===== src/rtl/uart_irq_pkg.sv =====
package uart_irq_pkg;
  localparam int NSRC = 5;
  // source index order is also priority order (0 = highest)
  localparam int S_LS   = 0;
  localparam int S_RDA  = 1;
  localparam int S_TO   = 2;
  localparam int S_THRE = 3;
  localparam int S_MS   = 4;

  localparam logic [2:0] ID_LS   = 3'b011;
  localparam logic [2:0] ID_RDA  = 3'b010;
  localparam logic [2:0] ID_TO   = 3'b110;
  localparam logic [2:0] ID_THRE = 3'b001;
  localparam logic [2:0] ID_MS   = 3'b000;

  function automatic logic [2:0] src_id(input int idx);
    case (idx)
      S_LS:    return ID_LS;
      S_RDA:   return ID_RDA;
      S_TO:    return ID_TO;
      S_THRE:  return ID_THRE;
      default: return ID_MS;
    endcase
  endfunction

  function automatic int unsigned trig_level(input logic fifo_en, input logic [1:0] sel);
    if (!fifo_en) return 1;
    case (sel)
      2'd0:    return 1;
      2'd1:    return 4;
      2'd2:    return 8;
      default: return 14;
    endcase
  endfunction
endpackage


===== src/rtl/uart_irq_latches.sv =====
module uart_irq_latches (
  input  logic clk_i,
  input  logic rst_ni,
  input  logic lsr_err_i,
  input  logic lsr_rd_i,
  input  logic thr_empty_i,
  input  logic thr_wr_i,
  input  logic iir_rd_i,
  input  logic thre_rep_i,
  input  logic msr_delta_i,
  input  logic msr_rd_i,
  output logic ls_o,
  output logic thre_o,
  output logic ms_o
);
  logic empty_q;

  always_ff @(posedge clk_i or negedge rst_ni) begin
    if (!rst_ni) begin
      ls_o    <= 1'b0;
      thre_o  <= 1'b0;
      ms_o    <= 1'b0;
      empty_q <= 1'b1; // no spurious edge right after reset
    end else begin
      empty_q <= thr_empty_i;
      if (lsr_err_i)     ls_o <= 1'b1;
      else if (lsr_rd_i) ls_o <= 1'b0;
      if (msr_delta_i)   ms_o <= 1'b1;
      else if (msr_rd_i) ms_o <= 1'b0;
      if (thr_wr_i || (iir_rd_i && thre_rep_i)) thre_o <= 1'b0;
      else if (thr_empty_i && !empty_q)         thre_o <= 1'b1;
    end
  end
endmodule


===== src/rtl/uart_irq_timeout.sv =====
module uart_irq_timeout #(
  parameter int TO_CHARS = 4,
  parameter int LVL_W    = 5
) (
  input  logic             clk_i,
  input  logic             rst_ni,
  input  logic             fifo_en_i,
  input  logic [LVL_W-1:0] rx_level_i,
  input  logic             rx_char_i,
  input  logic             rbr_rd_i,
  input  logic             char_tick_i,
  output logic             timeout_o
);
  localparam int CW = $clog2(TO_CHARS + 1);
  localparam logic [CW-1:0] LIMIT = CW'(TO_CHARS);
  logic [CW-1:0] cnt_q;

  always_ff @(posedge clk_i or negedge rst_ni) begin
    if (!rst_ni) cnt_q <= '0;
    else if (!fifo_en_i || rx_level_i == '0 || rx_char_i || rbr_rd_i) cnt_q <= '0;
    else if (char_tick_i && cnt_q != LIMIT) cnt_q <= cnt_q + 1'b1;
  end

  assign timeout_o = (cnt_q == LIMIT);
endmodule


===== src/rtl/uart_irq_prio.sv =====
module uart_irq_prio
  import uart_irq_pkg::*;
(
  input  logic [NSRC-1:0] pend_i,
  output logic [2:0]      id_o,
  output logic            any_o
);
  always_comb begin
    id_o = ID_MS;
    // scan lowest priority first so the highest pending source wins
    for (int i = NSRC - 1; i >= 0; i--) begin
      if (pend_i[i]) id_o = src_id(i);
    end
  end
  assign any_o = |pend_i;
endmodule


===== src/rtl/uart_irq_ident.sv =====
module uart_irq_ident
  import uart_irq_pkg::*;
#(
  parameter int FIFO_DEPTH = 16,
  parameter int TO_CHARS   = 4,
  localparam int LVL_W     = $clog2(FIFO_DEPTH + 1)
) (
  input  logic             clk_i,
  input  logic             rst_ni,
  input  logic             ier_wr_i,
  input  logic [7:0]       wdata_i,
  output logic [7:0]       ier_o,
  input  logic             fifo_en_i,
  input  logic [1:0]       trig_sel_i,
  input  logic [LVL_W-1:0] rx_level_i,
  input  logic             rx_char_i,
  input  logic             char_tick_i,
  input  logic             lsr_err_i,
  input  logic             thr_empty_i,
  input  logic             msr_delta_i,
  input  logic             iir_rd_i,
  input  logic             lsr_rd_i,
  input  logic             rbr_rd_i,
  input  logic             thr_wr_i,
  input  logic             msr_rd_i,
  output logic [7:0]       iir_o,
  output logic             irq_o
);
  logic [3:0]      ier_q;
  logic            ls, thre, ms, to, rda, any;
  logic [2:0]      id;
  logic [NSRC-1:0] pend;
  logic            thre_rep;

  always_ff @(posedge clk_i or negedge rst_ni) begin
    if (!rst_ni)       ier_q <= '0;
    else if (ier_wr_i) ier_q <= wdata_i[3:0];
  end
  assign ier_o = {4'b0000, ier_q};

  assign rda = 32'(rx_level_i) >= trig_level(fifo_en_i, trig_sel_i);

  uart_irq_latches u_latch (
    .clk_i, .rst_ni,
    .lsr_err_i, .lsr_rd_i, .thr_empty_i, .thr_wr_i, .iir_rd_i,
    .thre_rep_i (thre_rep),
    .msr_delta_i, .msr_rd_i,
    .ls_o (ls), .thre_o (thre), .ms_o (ms)
  );

  uart_irq_timeout #(.TO_CHARS(TO_CHARS), .LVL_W(LVL_W)) u_to (
    .clk_i, .rst_ni, .fifo_en_i, .rx_level_i, .rx_char_i, .rbr_rd_i, .char_tick_i,
    .timeout_o (to)
  );

  always_comb begin
    pend         = '0;
    pend[S_LS]   = ls   & ier_q[2];
    pend[S_RDA]  = rda  & ier_q[0];
    pend[S_TO]   = to   & ier_q[0];
    pend[S_THRE] = thre & ier_q[1];
    pend[S_MS]   = ms   & ier_q[3];
  end

  uart_irq_prio u_prio (.pend_i(pend), .id_o(id), .any_o(any));

  assign thre_rep = any && (id == ID_THRE);
  assign iir_o    = {{2{fifo_en_i}}, 2'b00, id, ~any};
  assign irq_o    = any;
endmodule


===== config.mk =====
export PLATFORM = sky130hd
export DESIGN_NAME = uart_irq_ident
export DESIGN_NICKNAME = d
export VERILOG_FILES = /design/src/rtl/uart_irq_pkg.sv /design/src/rtl/uart_irq_latches.sv /design/src/rtl/uart_irq_timeout.sv /design/src/rtl/uart_irq_prio.sv /design/src/rtl/uart_irq_ident.sv
export SDC_FILE = /design/constraint.sdc
export NUM_CORES = 1
export LEC_CHECK = 0
export ABC_AREA = 1
export BUFFER_PORTS_ARGS = -buffer_cell sky130_fd_sc_hd__buf_2
export CAP_MARGIN = 10
export CORE_MARGIN = 4
export CORE_UTILIZATION = 45
export CTS_BUF_LIST = sky130_fd_sc_hd__clkbuf_16
export DETAILED_ROUTE_END_ITERATION = 16
export PLACE_DENSITY = 0.84
export SLEW_MARGIN = 30
export SYNTH_ARGS = -nofsm -noshare
export SYNTH_HDL_FRONTEND = slang
export SYNTH_SLANG_ARGS = --single-unit

===== constraint.sdc =====
create_clock -name clk_i -period 2.5 [get_ports clk_i]
set_input_delay 0.125 -clock clk_i [delete_from_list [all_inputs] [get_ports clk_i]]
set_output_delay 0.125 -clock clk_i [all_outputs]
set_load 0.005 [all_outputs]

==> flow_summary.yaml <==
grt:
  grt_overflow: 0
  grt_max_degree: 12
  first_global_vias: 668
  grt_pass1_wl_microns: 2730
  grt_antenna_before_repair: 0
  grt_usage_pct: 14.0
yosys:
  ys.flop_type: "dfrtp_1"
  ys_async_sr_fraction_pct: 100
  synthSimpleGateAreaFrac_pct: 25.8
  muxShareOfSynthArea_pct: 3.04
  yosysWarningCount: 0
  yosysTopAreaCell: "dfrtp_1"
  yosysSeqAreaShare_pct: 37.3
  yosys.area_share.adder_pct: 10.1
  synth_top_area_share_pct: 33.7
  synth_area_leaders: "dfrtp_1 34%, nand2_1 12%, ha_1 10%"
  ys_ff_latch: 11
  synthesis.area_sq_um: 742
  synth-edff-count: 0
  syn_avg_cell_area_sq_um: 7.57
  syn_inst: 98
  synthXorXnorAreaFrac_pct: 0
  synth_compound_area_share_pct: 7.08
  synth_cell_type_count: 22
  synth_top_family_by_area: "simple AND/OR/NAND/NOR gates"
cts:
  clock_sinks: 11
  cts_resized: 0
  cts_made_buffers: 3
  cts_tree: "yes"
  post-cts-setup-buffers: 0
  clk_latency_ns: 0.23
  cts.clk_slew.worst_paths_ns: 0.04
  root_buffer: "clkbuf_16"
  htree_num_levels: 1
  clockBufferDepth: 2
detailed_routing:
  via_per_inst: 4.84
  firstDrtPassIters: 4
  wl_microns: 1630
  ant_nets: 0
  drt_iter0_markers: 8
  route.detailed.drc: 0
  vias: 736
  wire_per_inst_microns: 10.7
worst_setup_path:
  crit_path_end_kind: "output port"
  worstPathMaxFanout: 4
  required_ns: 2.38
  cp-start-kind: "flip-flop"
  cpPeakStageDelay_ns: 0.38
  cpMostUsedCell: "inv_1"
  critPathTopFamily: "flip-flops"
  path_depth: 9
  ff2ff_path_depth: 8
  critPathBufInv: 4
  arrival_ns: 1.46
  slowest_stage: "dfrtp_1"
  crit_type: "flip-flop to output port"
  path_cells: "inv_1 -> ha_1 -> nand2_1 -> nor2_1 -> inv_2 -> nand3_2 -> nor2_2 -> inv_1 -> buf_2"
finish:
  antenna_cells: 0
  layout.cells.non_filler: 152
  design_area_sq_um: 995
  num-fill-cells: 128
  final_util_pct: 65.3
  final_common_cell: "buf_2"
  final_cell_mix: "35 x buf_2, 23 x nand2_1, 13 x inv_1"
  area_delta_synth_final_pct: 34.1
  drive_gt1_share_pct: 33.1
  final_nets: 172
min_path:
  hp-class: "input port to flip-flop"
  worst_hold_path.num_cells: 2
placement:
  dp_cells: 146
  io_buffers: 35
  place_area_sq_um: 896
  dp_slack_ns: 1.04
  gp_congestion: 0.812
  hpwl_microns: 1360
sta:
  fin_crit_ns: 1.58
  max_freq_mhz: 633
  finalCritPeriodShare_pct: 63.2
  finalMaxSlewViolations: 0
  layout_setup_ws_ns: 0.919
  fin_worst_skew_ns: 0.00133
  rsz0062_at_grt: "false"
  fin_tns_setup_ns: 0
  hold_violations: 0
  setup_violations: 0
die:
  die_w_microns: 48.6
  initial_utilization_pct: 48.7
  die_h_microns: 48.6
  die_area_sq_um: 2360
  rows: 14
  pin_count: 46
  core_sq_um: 1520
pwr:
  leakage_nw: 0.571
  ir_drop_uv: 419
  powerDensity_nw_per_um2: 583
job:
  cap_violations: 0
outcome:
  outcome: "completed"
[cells by family (layout without fill, tap and decap cells)]
kind of cell,count (synthesis),after routing
multiplexers,2,2
flip-flops,11,11
buffers and inverters,24,57
other,1,6
adder cells (fa/ha/maj),6,6
AO/OA/AOI/OAI,9,9
AND/OR/NAND/NOR,45,45
[worst reg2reg max path: stages (launching register included)]
cell,delay (ns)
dfrtp_1,0.38
inv_1,0.08
ha_1,0.19
nand2_1,0.09
nand2_1,0.10
inv_2,0.08
nand2_1,0.06
or2_1,0.20
a21oi_1,0.11
[power by group]
part	switching [mW]	internal, mW
Sequential	0.00724	0.190
Combinational	0.0532	0.0476
Clock	0.0726	0.209
[path summary, 6_finish.rpt]
path	to	startpoint	slack [ns]
setup / recovery	irq_o	u_to.cnt_q[0]$_DFFE_PN0P_	0.92
hold / removal	u_latch.ms_o$_DFFE_PN0P_	msr_rd_i	0.06
setup reg to reg	u_to.cnt_q[2]$_DFFE_PN0P_	u_to.cnt_q[0]$_DFFE_PN0P_	1.14
hold reg to reg	u_latch.ms_o$_DFFE_PN0P_	u_latch.ms_o$_DFFE_PN0P_	0.50
max in group asynchronous	u_latch.empty_q$_DFF_PN1_	rst_ni	1.97
min in group asynchronous	u_to.cnt_q[2]$_DFFE_PN0P_	rst_ni	0.28
[layout make-up]
type                       count  area [sq um]  share of cell area, %
tap                           16          20.0                   2.01
multi-input combinational     68           364                   36.6
clock inverter                 1          3.75                  0.377
sequential                    11           277                   27.8
inverter                      16          60.1                   6.04
timing repair buffer          37           195                   19.6
clock buffer                   3          75.1                   7.55
[sequential cells by signal, indices dropped and copies added, names as in the netlist]
name	count
ier_q	4
u_latch.ls_o	1
u_latch.thre_o	1
u_latch.ms_o	1
u_to.cnt_q	3
u_latch.empty_q	1
[per-layer routing]
layer / routed length [microns] / vias up / part of all wire, % / global-route usage [%]
li1: - / 367 / - / -
met1: 608 / 344 / 37 / 15.0
met2: 881 / 21 / 54 / 25.7
met3: 107 / 4 / 6.6 / 2.76
met4: 31 / 0 / 1.9 / 6.73
met5: 0 / - / 0 / 0
[cells in the mapped netlist (all sizes together), types with 2 or more instances]
| cell type | count |
|---|---|
| nand2 | 24 |
| inv | 15 |
| nor2 | 13 |
| dfrtp | 10 |
| buf | 8 |
| ha | 6 |
| nand3 | 4 |
| o21ai | 4 |
| o21bai | 3 |
| a21oi | 2 |
| mux2 | 2 |
| nor3 | 2 |
[through the flow]
step / hold slack [ns] / total power, mW
after global routing: 0.0706 / 0.612
after global placement: -0.00368 / 0.293
after floorplan: -0.171 / 0.256
final: 0.0627 / 0.580
after CTS: 0.00215 / 0.585
after detailed placement: 0.00250 / 0.298
[what timing repair did]
item	in CTS	in global routing
endpoints found under the hold margin	11	1
hold buffers	1	1
setup endpoints to repair	0	0
No activity file was read; power rests on OpenSTA's default activity.
